**src/rtl/imul_pkg.sv**
```systemverilog
// Package: shared types for the iterative integer multiplier.
// Assumes a 4-bit operation code; codes 10..15 are unused.
package imul_pkg;

    typedef enum logic [3:0] {
        OP_MUL_WLO  = 4'd0,
        OP_MUL_WHI  = 4'd1,
        OP_MUL_WHIU = 4'd2,
        OP_MUL_DLO  = 4'd3,
        OP_MUL_DHI  = 4'd4,
        OP_MUL_DHIU = 4'd5,
        OP_MAC_DHI  = 4'd6,
        OP_MAC_DHIU = 4'd7,
        OP_MAC_DLO  = 4'd8,
        OP_MUL_IMM  = 4'd9
    } mul_op_e;

    typedef enum logic [1:0] {
        ST_IDLE = 2'd0,
        ST_RUN  = 2'd1,
        ST_FIN  = 2'd2
    } mul_state_e;

endpackage

```
**src/rtl/imul_prep.sv**
```systemverilog
// Module: imul_prep
// Turns raw operands into unsigned magnitudes, a product sign and an addend.
// Word forms extend the low half of each operand. Combinational only;
// assumes DATA_W is even and larger than IMM_W.
module imul_prep
    import imul_pkg::*;
#(
    parameter int DATA_W = 64,
    parameter int IMM_W  = 16
) (
    input  mul_op_e               op,
    input  logic [DATA_W-1:0]     opa,
    input  logic [DATA_W-1:0]     opb,
    input  logic [DATA_W-1:0]     opc,
    input  logic [IMM_W-1:0]      imm,
    output logic [DATA_W-1:0]     mag_a,
    output logic [DATA_W-1:0]     mag_b,
    output logic                  neg,
    output logic [2*DATA_W-1:0]   addend
);
    localparam int HALF = DATA_W / 2;

    logic [DATA_W-1:0] ext_a;
    logic [DATA_W-1:0] ext_b;
    logic              is_signed;
    logic              neg_a;
    logic              neg_b;

    // Select and extend the operands for the requested form.
    always_comb begin
        ext_a     = opa;
        ext_b     = opb;
        is_signed = 1'b1;
        case (op)
            OP_MUL_WLO, OP_MUL_WHI: begin
                ext_a = {{HALF{opa[HALF-1]}}, opa[HALF-1:0]};
                ext_b = {{HALF{opb[HALF-1]}}, opb[HALF-1:0]};
            end
            OP_MUL_WHIU: begin
                ext_a     = {{HALF{1'b0}}, opa[HALF-1:0]};
                ext_b     = {{HALF{1'b0}}, opb[HALF-1:0]};
                is_signed = 1'b0;
            end
            OP_MUL_DHIU, OP_MAC_DHIU: is_signed = 1'b0;
            OP_MUL_IMM: ext_b = {{(DATA_W-IMM_W){imm[IMM_W-1]}}, imm};
            default: ;
        endcase
    end

    // Fold signed operands to magnitudes and record the product sign.
    always_comb begin
        neg_a = is_signed & ext_a[DATA_W-1];
        neg_b = is_signed & ext_b[DATA_W-1];
        mag_a = neg_a ? (~ext_a + 1'b1) : ext_a;
        mag_b = neg_b ? (~ext_b + 1'b1) : ext_b;
        neg   = neg_a ^ neg_b;
    end

    // Build the third-operand addend at full product width.
    always_comb begin
        case (op)
            OP_MAC_DHI, OP_MAC_DLO: addend = {{DATA_W{opc[DATA_W-1]}}, opc};
            OP_MAC_DHIU:            addend = {{DATA_W{1'b0}}, opc};
            default:                addend = '0;
        endcase
    end
endmodule

```
**src/rtl/imul_core.sv**
```systemverilog
// Module: imul_core
// Digit-serial unsigned shift-add multiplier. Each step consumes DIGIT_W
// multiplier bits from the bottom of the product register and shifts the
// register right. Assumes DATA_W is a multiple of DIGIT_W. After
// DATA_W/DIGIT_W steps, prod holds the full unsigned product.
module imul_core #(
    parameter int DATA_W  = 64,
    parameter int DIGIT_W = 4
) (
    input  logic                clk,
    input  logic                rst_n,
    input  logic                load,
    input  logic                step,
    input  logic [DATA_W-1:0]   mag_a,
    input  logic [DATA_W-1:0]   mag_b,
    output logic [2*DATA_W-1:0] prod
);
    localparam int SUM_W = DATA_W + DIGIT_W;

    logic [DATA_W-1:0]   mcand_q;
    logic [2*DATA_W-1:0] prod_q;
    logic [SUM_W-1:0]    part [DIGIT_W];
    logic [SUM_W-1:0]    hi_sum;

    // One shifted copy of the multiplicand per digit bit.
    for (genvar g = 0; g < DIGIT_W; g++) begin : g_part
        assign part[g] = prod_q[g] ? ({{DIGIT_W{1'b0}}, mcand_q} << g) : '0;
    end

    // Accumulate the digit's partial products onto the upper half.
    always_comb begin
        hi_sum = {{DIGIT_W{1'b0}}, prod_q[2*DATA_W-1:DATA_W]};
        for (int i = 0; i < DIGIT_W; i++) begin
            hi_sum = hi_sum + part[i];
        end
    end

    // Load operands or retire one digit per step.
    always_ff @(posedge clk) begin
        if (!rst_n) begin
            mcand_q <= '0;
            prod_q  <= '0;
        end else if (load) begin
            mcand_q <= mag_a;
            prod_q  <= {{DATA_W{1'b0}}, mag_b};
        end else if (step) begin
            prod_q  <= {hi_sum, prod_q[DATA_W-1:DIGIT_W]};
        end
    end

    assign prod = prod_q;
endmodule

```
**src/rtl/imul_fmt.sv**
```systemverilog
// Module: imul_fmt
// Applies the product sign, adds the addend and selects the destination
// value, overflow flag and condition field. Combinational; assumes an
// unsigned magnitude product at its input.
module imul_fmt
    import imul_pkg::*;
#(
    parameter int DATA_W = 64
) (
    input  mul_op_e               op,
    input  logic                  ovf_en,
    input  logic [2*DATA_W-1:0]   prod,
    input  logic                  neg,
    input  logic [2*DATA_W-1:0]   addend,
    output logic [DATA_W-1:0]     res,
    output logic                  ovf,
    output logic [3:0]            cr
);
    localparam int HALF = DATA_W / 2;

    logic [2*DATA_W-1:0] prod_s;
    logic [2*DATA_W-1:0] total;
    logic                word_ov;
    logic                dword_ov;

    // Restore the sign and add the third operand.
    always_comb begin
        prod_s = neg ? (~prod + 1'b1) : prod;
        total  = prod_s + addend;
    end

    // Overflow tests: the kept slice must be a uniform sign run.
    always_comb begin
        word_ov  = !((&prod_s[DATA_W-1:HALF-1]) || (~|prod_s[DATA_W-1:HALF-1]));
        dword_ov = !((&prod_s[2*DATA_W-1:DATA_W-1]) || (~|prod_s[2*DATA_W-1:DATA_W-1]));
    end

    // Pick the destination value and overflow per form.
    always_comb begin
        ovf = 1'b0;
        case (op)
            OP_MUL_WLO: begin
                res = prod_s[DATA_W-1:0];
                ovf = ovf_en & word_ov;
            end
            OP_MUL_WHI, OP_MUL_WHIU:
                res = {prod_s[DATA_W-1:HALF], prod_s[DATA_W-1:HALF]};
            OP_MUL_DHI, OP_MUL_DHIU:
                res = prod_s[2*DATA_W-1:DATA_W];
            OP_MAC_DHI, OP_MAC_DHIU:
                res = total[2*DATA_W-1:DATA_W];
            OP_MAC_DLO:
                res = total[DATA_W-1:0];
            OP_MUL_IMM:
                res = prod_s[DATA_W-1:0];
            default: begin
                res = prod_s[DATA_W-1:0];
                ovf = ovf_en & dword_ov;
            end
        endcase
    end

    // Condition field: negative, positive, zero, overflow.
    always_comb begin
        cr[3] = res[DATA_W-1];
        cr[2] = !res[DATA_W-1] && (res != '0);
        cr[1] = (res == '0);
        cr[0] = ovf;
    end
endmodule

```
**src/rtl/imul_unit.sv**
```systemverilog
// Module: imul_unit (top)
// Start/done sequencer around prep, core and format stages. Operands are
// captured on an accepted start; start is ignored while busy. Latency is
// DATA_W/DIGIT_W core steps plus one format cycle. Outputs hold until the
// next completion.
module imul_unit
    import imul_pkg::*;
#(
    parameter int DATA_W  = 64,
    parameter int DIGIT_W = 4,
    parameter int IMM_W   = 16
) (
    input  logic              clk,
    input  logic              rst_n,
    input  logic              start,
    input  logic [3:0]        op_sel,
    input  logic              ovf_en,
    input  logic              rec_en,
    input  logic [DATA_W-1:0] src_a,
    input  logic [DATA_W-1:0] src_b,
    input  logic [DATA_W-1:0] src_c,
    input  logic [IMM_W-1:0]  imm16,
    output logic              busy,
    output logic              done,
    output logic [DATA_W-1:0] result,
    output logic              ovf,
    output logic              cr_valid,
    output logic [3:0]        cr_field
);
    localparam int STEPS = DATA_W / DIGIT_W;
    localparam int CNT_W = (STEPS > 1) ? $clog2(STEPS) : 1;
    localparam logic [CNT_W-1:0] LAST = CNT_W'(STEPS - 1);

    mul_state_e          state_q;
    logic [CNT_W-1:0]    cnt_q;
    mul_op_e             op_in;
    mul_op_e             op_q;
    logic                ovf_en_q;
    logic                rec_en_q;
    logic                neg_q;
    logic [2*DATA_W-1:0] addend_q;

    logic [DATA_W-1:0]   mag_a;
    logic [DATA_W-1:0]   mag_b;
    logic                neg_d;
    logic [2*DATA_W-1:0] addend_d;
    logic [2*DATA_W-1:0] prod;
    logic [DATA_W-1:0]   fmt_res;
    logic                fmt_ovf;
    logic [3:0]          fmt_cr;
    logic                accept;

    logic [DATA_W-1:0]   result_q;
    logic                ovf_q;
    logic [3:0]          cr_q;
    logic                done_q;
    logic                cr_valid_q;

    assign op_in  = mul_op_e'(op_sel);
    assign accept = (state_q == ST_IDLE) && start;

    imul_prep #(.DATA_W(DATA_W), .IMM_W(IMM_W)) u_prep (
        .op     (op_in),
        .opa    (src_a),
        .opb    (src_b),
        .opc    (src_c),
        .imm    (imm16),
        .mag_a  (mag_a),
        .mag_b  (mag_b),
        .neg    (neg_d),
        .addend (addend_d)
    );

    imul_core #(.DATA_W(DATA_W), .DIGIT_W(DIGIT_W)) u_core (
        .clk   (clk),
        .rst_n (rst_n),
        .load  (accept),
        .step  (state_q == ST_RUN),
        .mag_a (mag_a),
        .mag_b (mag_b),
        .prod  (prod)
    );

    imul_fmt #(.DATA_W(DATA_W)) u_fmt (
        .op     (op_q),
        .ovf_en (ovf_en_q),
        .prod   (prod),
        .neg    (neg_q),
        .addend (addend_q),
        .res    (fmt_res),
        .ovf    (fmt_ovf),
        .cr     (fmt_cr)
    );

    // Sequence the operation and capture the finished outputs.
    always_ff @(posedge clk) begin
        if (!rst_n) begin
            state_q    <= ST_IDLE;
            cnt_q      <= '0;
            op_q       <= OP_MUL_WLO;
            ovf_en_q   <= 1'b0;
            rec_en_q   <= 1'b0;
            neg_q      <= 1'b0;
            addend_q   <= '0;
            result_q   <= '0;
            ovf_q      <= 1'b0;
            cr_q       <= '0;
            done_q     <= 1'b0;
            cr_valid_q <= 1'b0;
        end else begin
            done_q     <= 1'b0;
            cr_valid_q <= 1'b0;
            case (state_q)
                ST_IDLE: begin
                    if (start) begin
                        op_q     <= op_in;
                        ovf_en_q <= ovf_en;
                        rec_en_q <= rec_en;
                        neg_q    <= neg_d;
                        addend_q <= addend_d;
                        cnt_q    <= '0;
                        state_q  <= ST_RUN;
                    end
                end
                ST_RUN: begin
                    cnt_q <= cnt_q + 1'b1;
                    if (cnt_q == LAST) begin
                        state_q <= ST_FIN;
                    end
                end
                ST_FIN: begin
                    result_q   <= fmt_res;
                    ovf_q      <= fmt_ovf;
                    cr_q       <= fmt_cr;
                    done_q     <= 1'b1;
                    cr_valid_q <= rec_en_q;
                    state_q    <= ST_IDLE;
                end
                default: state_q <= ST_IDLE;
            endcase
        end
    end

    assign busy     = (state_q != ST_IDLE);
    assign done     = done_q;
    assign result   = result_q;
    assign ovf      = ovf_q;
    assign cr_valid = cr_valid_q;
    assign cr_field = cr_q;
endmodule

```
**config.mk**
```make
export PLATFORM = sky130hd
export DESIGN_NAME = imul_unit
export DESIGN_NICKNAME = d
export VERILOG_FILES = /design/src/rtl/imul_pkg.sv /design/src/rtl/imul_prep.sv /design/src/rtl/imul_core.sv /design/src/rtl/imul_fmt.sv /design/src/rtl/imul_unit.sv
export SDC_FILE = /design/constraint.sdc
export NUM_CORES = 2
export LEC_CHECK = 0
export ABC_CLOCK_PERIOD_IN_PS = 9400
export BUFFER_PORTS_ARGS = -buffer_cell sky130_fd_sc_hd__buf_2
export CAP_MARGIN = 20
export CORE_UTILIZATION = 55
export DETAILED_ROUTE_END_ITERATION = 6
export MAX_ROUTING_LAYER = met4
export PLACE_DENSITY = 0.73
export SLEW_MARGIN = 20
export SYNTH_ARGS = -nofsm -noshare
export SYNTH_HDL_FRONTEND = slang
export SYNTH_SLANG_ARGS = --single-unit
```
**constraint.sdc**
```tcl
create_clock -name clk -period 9.4 [get_ports clk]
set_input_delay 0.47 -clock clk [delete_from_list [all_inputs] [get_ports clk]]
set_output_delay 0.47 -clock clk [all_outputs]
set_load 0.05 [all_outputs]
```
Yosys cells after proc, flatten, opt, wreduce, memory -nomap -nowiden
Index checks and enable logic that the tools add are counted.
Widths: inputs -> output; s select.
- register bits: 404
- input port bits: 217
- bitwise operators: 9
- $add $sub $neg: 9
- eq/ne operators: 20
- mux-type cells: 21
- reduce and logical (&&, ||, !) cells: 33
- operators by type and width (kind ; number):
    $mux 64 ; 5
    $pmux 128 s2 ; 1
    $pmux 64 s4 ; 1
    $pmux 64 s3 ; 1
    $add 68x68->68 ; 2
    $add 128x1->128 const B ; 1
    $add 128x128->128 ; 1
    $add 64x1->64 const B ; 2
    $mux 128 ; 1
    $not 128->128 ; 1
    $not 64->64 ; 2
    $pmux 64 s2 ; 1
    $add 68x67->68 ; 1
    $mux 67 ; 1
    $mux 66 ; 1
    $add 64x64->65 ; 1
    $mux 65 ; 1
    $reduce_and 65->1 ; 1
    $reduce_or 65->1 ; 1
    $logic_not 64->1 ; 1
    $reduce_bool 64->1 ; 1
    $reduce_and 33->1 ; 1
    $reduce_or 33->1 ; 1
    $eq 4x3->1 const B ; 7
    26 further kinds ; 55

Depth between registers and ports, before layout
- depth in word-level cells: 9
- mapped depth: 38
- gate-level depth less buffers: 36

Hierarchy
A second synthesis with hierarchy kept.
- cell total of the unflattened synthesis: 6904
- area total of the unflattened synthesis: 49014.5 µm²
- by module, submodules not included (module ; sequential area each (µm²) ; cells each ; area an instance (µm²) ; times used):
    imul_core ; 3843.7 ; 2171 ; 18076.1 ; 1
    imul_fmt ; 0.0 ; 2873 ; 17819.6 ; 1
    imul_unit ; 4244.1 ; 922 ; 7328.3 ; 1
    imul_prep ; 0.0 ; 938 ; 5790.6 ; 1

Worst setup path before layout
OpenSTA, ideal clock, no wires.
- path kind: register to register
- start point: register u_core.prod_q[0], in the netlist u_core.prod[0]
- end point: register u_core.prod_q[121], in the netlist u_core.prod[121]
- cell stages (with the launch flop): 39
- data required time: 9.274 ns
- arrival: 7.310 ns
- path buffers: 2
- slack: 1.965 ns
- clock period less this slack: 7.435 ns
- path through: dfxtp_1 -> clkbuf_1 -> and2_1 -> ha_1 -> fa_1 -> a21oi_1 -> nand4b_1 -> and4_1 -> o31ai_1 -> a21oi_1 -> nor2b_1 -> o21ai_0 -> nand2b_1 -> a21oi_1 -> o21ai_0 -> nand3_1 -> inv_1 -> a31oi_1 -> [... 3 more ...] -> fa_1 -> inv_1 -> ha_1 -> clkbuf_1 -> a21o_1 -> a21o_1 -> a21o_1 -> and2_1 -> a21oi_1 -> nand3b_1 -> a31o_2 -> a22o_1 -> a221o_1 -> a21oi_1 -> o21ai_0 -> a31oi_1 -> xor2_1 -> o21ai_0
- word-level cells in the longest chain between the ends: 5
- ends and longest elaborated chain (what ; line ; source):
    from (decl) ; imul_core.sv:21 ; logic [2*DATA_W-1:0] prod_q;
    from (signal assigned) ; imul_core.sv:45 ; prod_q <= {{DATA_W{1'b0}}, mag_b};
    from (signal assigned) ; imul_core.sv:47 ; prod_q <= {hi_sum, prod_q[DATA_W-1:DIGIT_W]};
    $mux 64 ; imul_core.sv:27 ; assign part[g] = prod_q[g] ? ({{DIGIT_W{1'b0}}, mcand_q} << g) : '0;
    $add 64x64->65 ; imul_core.sv:34 ; hi_sum = hi_sum + part[i];
    $add 68x68->68 (2 in a row) ; imul_core.sv:34 ;
    $add 68x67->68 ; imul_core.sv:34 ;
No other way between the ends.
A chain may end at the register's enable or synchronous reset.

Worst setup path after layout
- start point: register u_core.prod_q[1], in the netlist u_core.prod[1]
- end point: register cr_q[2], in the netlist cr_field[2]
- word-level cells in the longest chain between the ends: 7
- elaborated cells between the ends (all ways): 8
- ends and longest elaborated chain (what ; line ; source):
    $not 128->128 ; imul_fmt.sv:28 ; prod_s = neg ? (~prod + 1'b1) : prod;
    $add 128x1->128 ; imul_fmt.sv:28 ;
    $mux 128 (*) ; imul_fmt.sv:28 ;
    $add 128x128->128 ; imul_fmt.sv:29 ; total = prod_s + addend;
    $pmux 64 s4 (*) ; imul_fmt.sv:41 ; case (op)
    $reduce_bool 64->1 / $logic_not 1->1 (equally long branches) ; imul_fmt.sv:66 ; cr[2] = !res[DATA_W-1] && (res != '0);
    $logic_and 1x1->1 (*) ; imul_fmt.sv:66 ;
    to (signal assigned) ; imul_unit.sv:134 ; cr_q <= fmt_cr;
    to (decl) ; imul_unit.sv:55 ; logic [3:0] cr_q;
Every way passes the cells marked *; elsewhere a longest branch is shown, timed or not.

==> results.json <==
{
  "antenna_found_initial": 18,
  "powerDensity_nw_per_um2": 126.3,
  "clock_skew_ps": 35.95,
  "multiInputGateArea_sq_um": 34800,
  "worstHoldPathCells": 2,
  "synth.net_count": 6917,
  "final.setup.worst_slack_ps": 457.1,
  "dp_slack_ps": 714.7,
  "synth.largest_area_cell": "dfxtp_1",
  "timing.rr.end": "cr_field[2]",
  "clk_pin_slew_worst_paths_ps": 60,
  "cap_violations": 0,
  "portBuffers": 288,
  "final_max_slew_viol_count": 0,
  "final_common_cell": "nand2_1",
  "drtIter0Drc": 7928,
  "layoutNonFillerInstCount": 7506,
  "power_switching_mw": 2.781,
  "total_leakage_power_nw": 20.86,
  "pwr-share-clk_pct": 30.0,
  "drc": 125,
  "startpoint_type": "register",
  "top_usage_layer": "met2",
  "period_share_pct": 95.14,
  "worst_slew_pin_slew_ps": 1333,
  "synthTopCellsByArea": "dfxtp_1 15%, ha_1 7.9%, a21oi_1 6.9%",
  "grt_util_met2_pct": 78.61,
  "rsz0062_at_grt": "no",
  "worstPathRequired_ps": 9910,
  "cts.path.max_buffers": 3,
  "power_mw": 6.113,
  "synth_seq_cells": 339,
  "finalSetupTns_ps": 0,
  "area_growth_pct": 9.839,
  "worstReg2RegStart": "u_core.prod[1]",
  "r2r_slack_ps": 460,
  "fmax_ghz": 0.1118,
  "min_from": "src_c[43]",
  "crit_start": "u_core.prod[1]",
  "final_util_pct": 61.16,
  "coreArea_sq_um": 79130,
  "synth_edf_count": 0,
  "die_area_sq_um": 81250,
  "synthArstFlopShare_pct": 0,
  "cts_inserted_buffers": 42,
  "ys.flop_type": "dfxtp_1",
  "met1_usage_pct": 61.72,
  "totalWireLength_um": 221400,
  "register_area_sq_um": 6797,
  "hold_buffers": 0,
  "grt_pass1_wl_um": 321200,
  "die_h_um": 285.0,
  "setup_viol": 0,
  "fillCellCount": 7148,
  "post_cts_buffers": 0,
  "worstSetupPathType": "reg2reg",
  "layout_common_cells": "777 x nand2_1, 607 x a21oi_1, 517 x nor2_1",
  "ys_seq_area_share_pct": 15.40,
  "status": "finished, violations left",
  "root_buffer": "clkbuf_16",
  "hp-class": "in2reg",
  "syn_area_per_cell_sq_um": 7.000,
  "synth.cell_area_sq_um": 44060,
  "cp_data_arrival_time_ps": 9460,
  "reg2reg_depth": 25,
  "place_congestion": 1.167,
  "final_net_count": 7024,
  "vdd_ir_drop_max_v": 0.0001489,
  "die_w_um": 285.0,
  "max_slew_margin_pct": 10.48,
  "synth_top_area_share_pct": 15.40,
  "seq_power_share_pct": 27.2,
  "holdPathEnd": "addend_q[43]",
  "cts_resized": 0,
  "finalHoldViolations": 0,
  "cts.sinks": 339,
  "grt.total_usage_pct": 54.01,
  "combinationalPowerShare_pct": 42.8,
  "insertion_delay_ps": 650,
  "violations": "DRC",
  "start_util_pct": 55.68,
  "p_int_mw": 3.332,
  "vias": 53370,
  "place_inst": 7407,
  "cts_tree": "done",
  "grt_max_degree": 87,
  "post-route-min-period_ps": 8943,
  "syn-instance-count": 6295,
  "num_rows": 103,
  "dp_hpwl_um": 174200,
  "vias_per_cell": 7.110,
  "cts_max_level": 2,
  "worstPathMaxFanout": 16,
  "postRouteAntennaNets": 0,
  "grt.overflow.total": 0,
  "wl_per_cell_um": 29.50,
  "yosys_warnings": 0,
  "drive_gt1_share_pct": 10.04,
  "first_pass_iters": 7,
  "sw_frac_of_total_pct": 45.49,
  "ys_types": 95,
  "ios": 289,
  "end_kind": "register",
  "first_global_vias": 49500,
  "grt_util_met3_pct": 15.58
}
==> sequential cells by signal (all words and copies together), names as in the netlist, 2 cells and up <==
| name | flops |
|---|---|
| cnt_q | 4 |
| u_core.mcand_q | 64 |
| cr_field | 3 |
| u_core.prod | 128 |
| result | 64 |
| state_q | 2 |
| addend_q | 65 |
| op_q | 4 |
==> critical path, cell delays in order (launching register included) <==
cell	delay, ps
dfxtp_2	430
inv_1	140
ha_1	180
or4b_2	660
or4_1	510
nor4_1	450
or4b_1	660
nand2b_1	320
o21ai_0	240
xor2_1	620
inv_1	120
ha_1	550
nand4_1	250
or2_2	360
nor4_1	400
inv_1	130
a21oi_1	150
nor2_1	50
a311oi_1	560
o2111ai_1	370
a211o_1	450
nor4bb_1	360
nand4_1	130
nor4_1	260
nand4_1	180
a31o_1	270
==> synth_stat cells (49+ instances only) <==
library cell  instances
nand2_1             780
a21oi_1             607
nor2_1              524
o21ai_0             377
clkbuf_1            358
dfxtp_1             339
inv_1               306
ha_1                277
xnor2_1             224
and2_1              205
nor3_1              178
xor2_1              156
a21o_1              149
nand4_1             141
nand3_1             133
fa_1                128
nor4_1              111
a211oi_1            108
or3_1                88
a311oi_1             68
o31ai_1              67
a22o_1               65
a31oi_1              65
nand2b_1             60
mux2i_1              49
o21a_1               49
==> layer usage <==
metal	part of all wire [%]	wire length, um
met1	35	77560
met2	42	92350
met3	13	28650
met4	10	22870
met5	0	0
==> kinds of logic (layout without fill, tap and decap cells) <==
kind of cell               count (synthesis)  after routing  synth area share, %
and+or+nand+nor                         2463           2463                27.29
AOI/OAI and AO/OA                       1943           1943                28.66
buffers and inverters                    707            846                6.068
adders and majority gates                405            405                13.68
xor gates and xnor gates                 380            380                7.553
DFF                                      339            339                15.40
muxes                                     58             58                1.343
other                                      0             22                    0
==> power by group through the flow <==
stage	combinational, mW	sequential (mW)	clock (mW)
global route	2.67	1.66	1.87
detailed placement	2.42	1.68	0
floorplan	1.44	1.59	0
global placement	2.39	1.67	0
finish	2.62	1.66	1.83
CTS	2.44	1.65	1.82
==> through the flow <==
step | hold WS [ps] | area [sq um]
after floorplan | 422.0 | 44060
after global placement | 437.8 | 46780
after detailed placement | 443.3 | 46780
after CTS | 38.75 | 48290
after global routing | 58.54 | 48380
final | 39.70 | 48400
==> final cells by class <==
type	instances	area share (%)
well taps	1050	2.715
clock buffers	60	2.562
repair buffers	461	5.688
inverters	309	2.407
flip-flops and latches	339	14.04
multi-input cells	5249	71.90
clock inverters	16	0.5688
diodes	22	0.1138
==> worst max-delay path by stage <==
stage / end / slack (ps)
3_5_place_dp: cr_field[2] / 710
2_1_floorplan: u_core.prod[121] / 1960
5_1_grt: u_core.prod[125] / 140
4_1_cts: cr_field[2] / 680
3_3_place_gp: cr_field[2] / 700
6_report: cr_field[2] / 460
(Power assumes the default switching activity.)
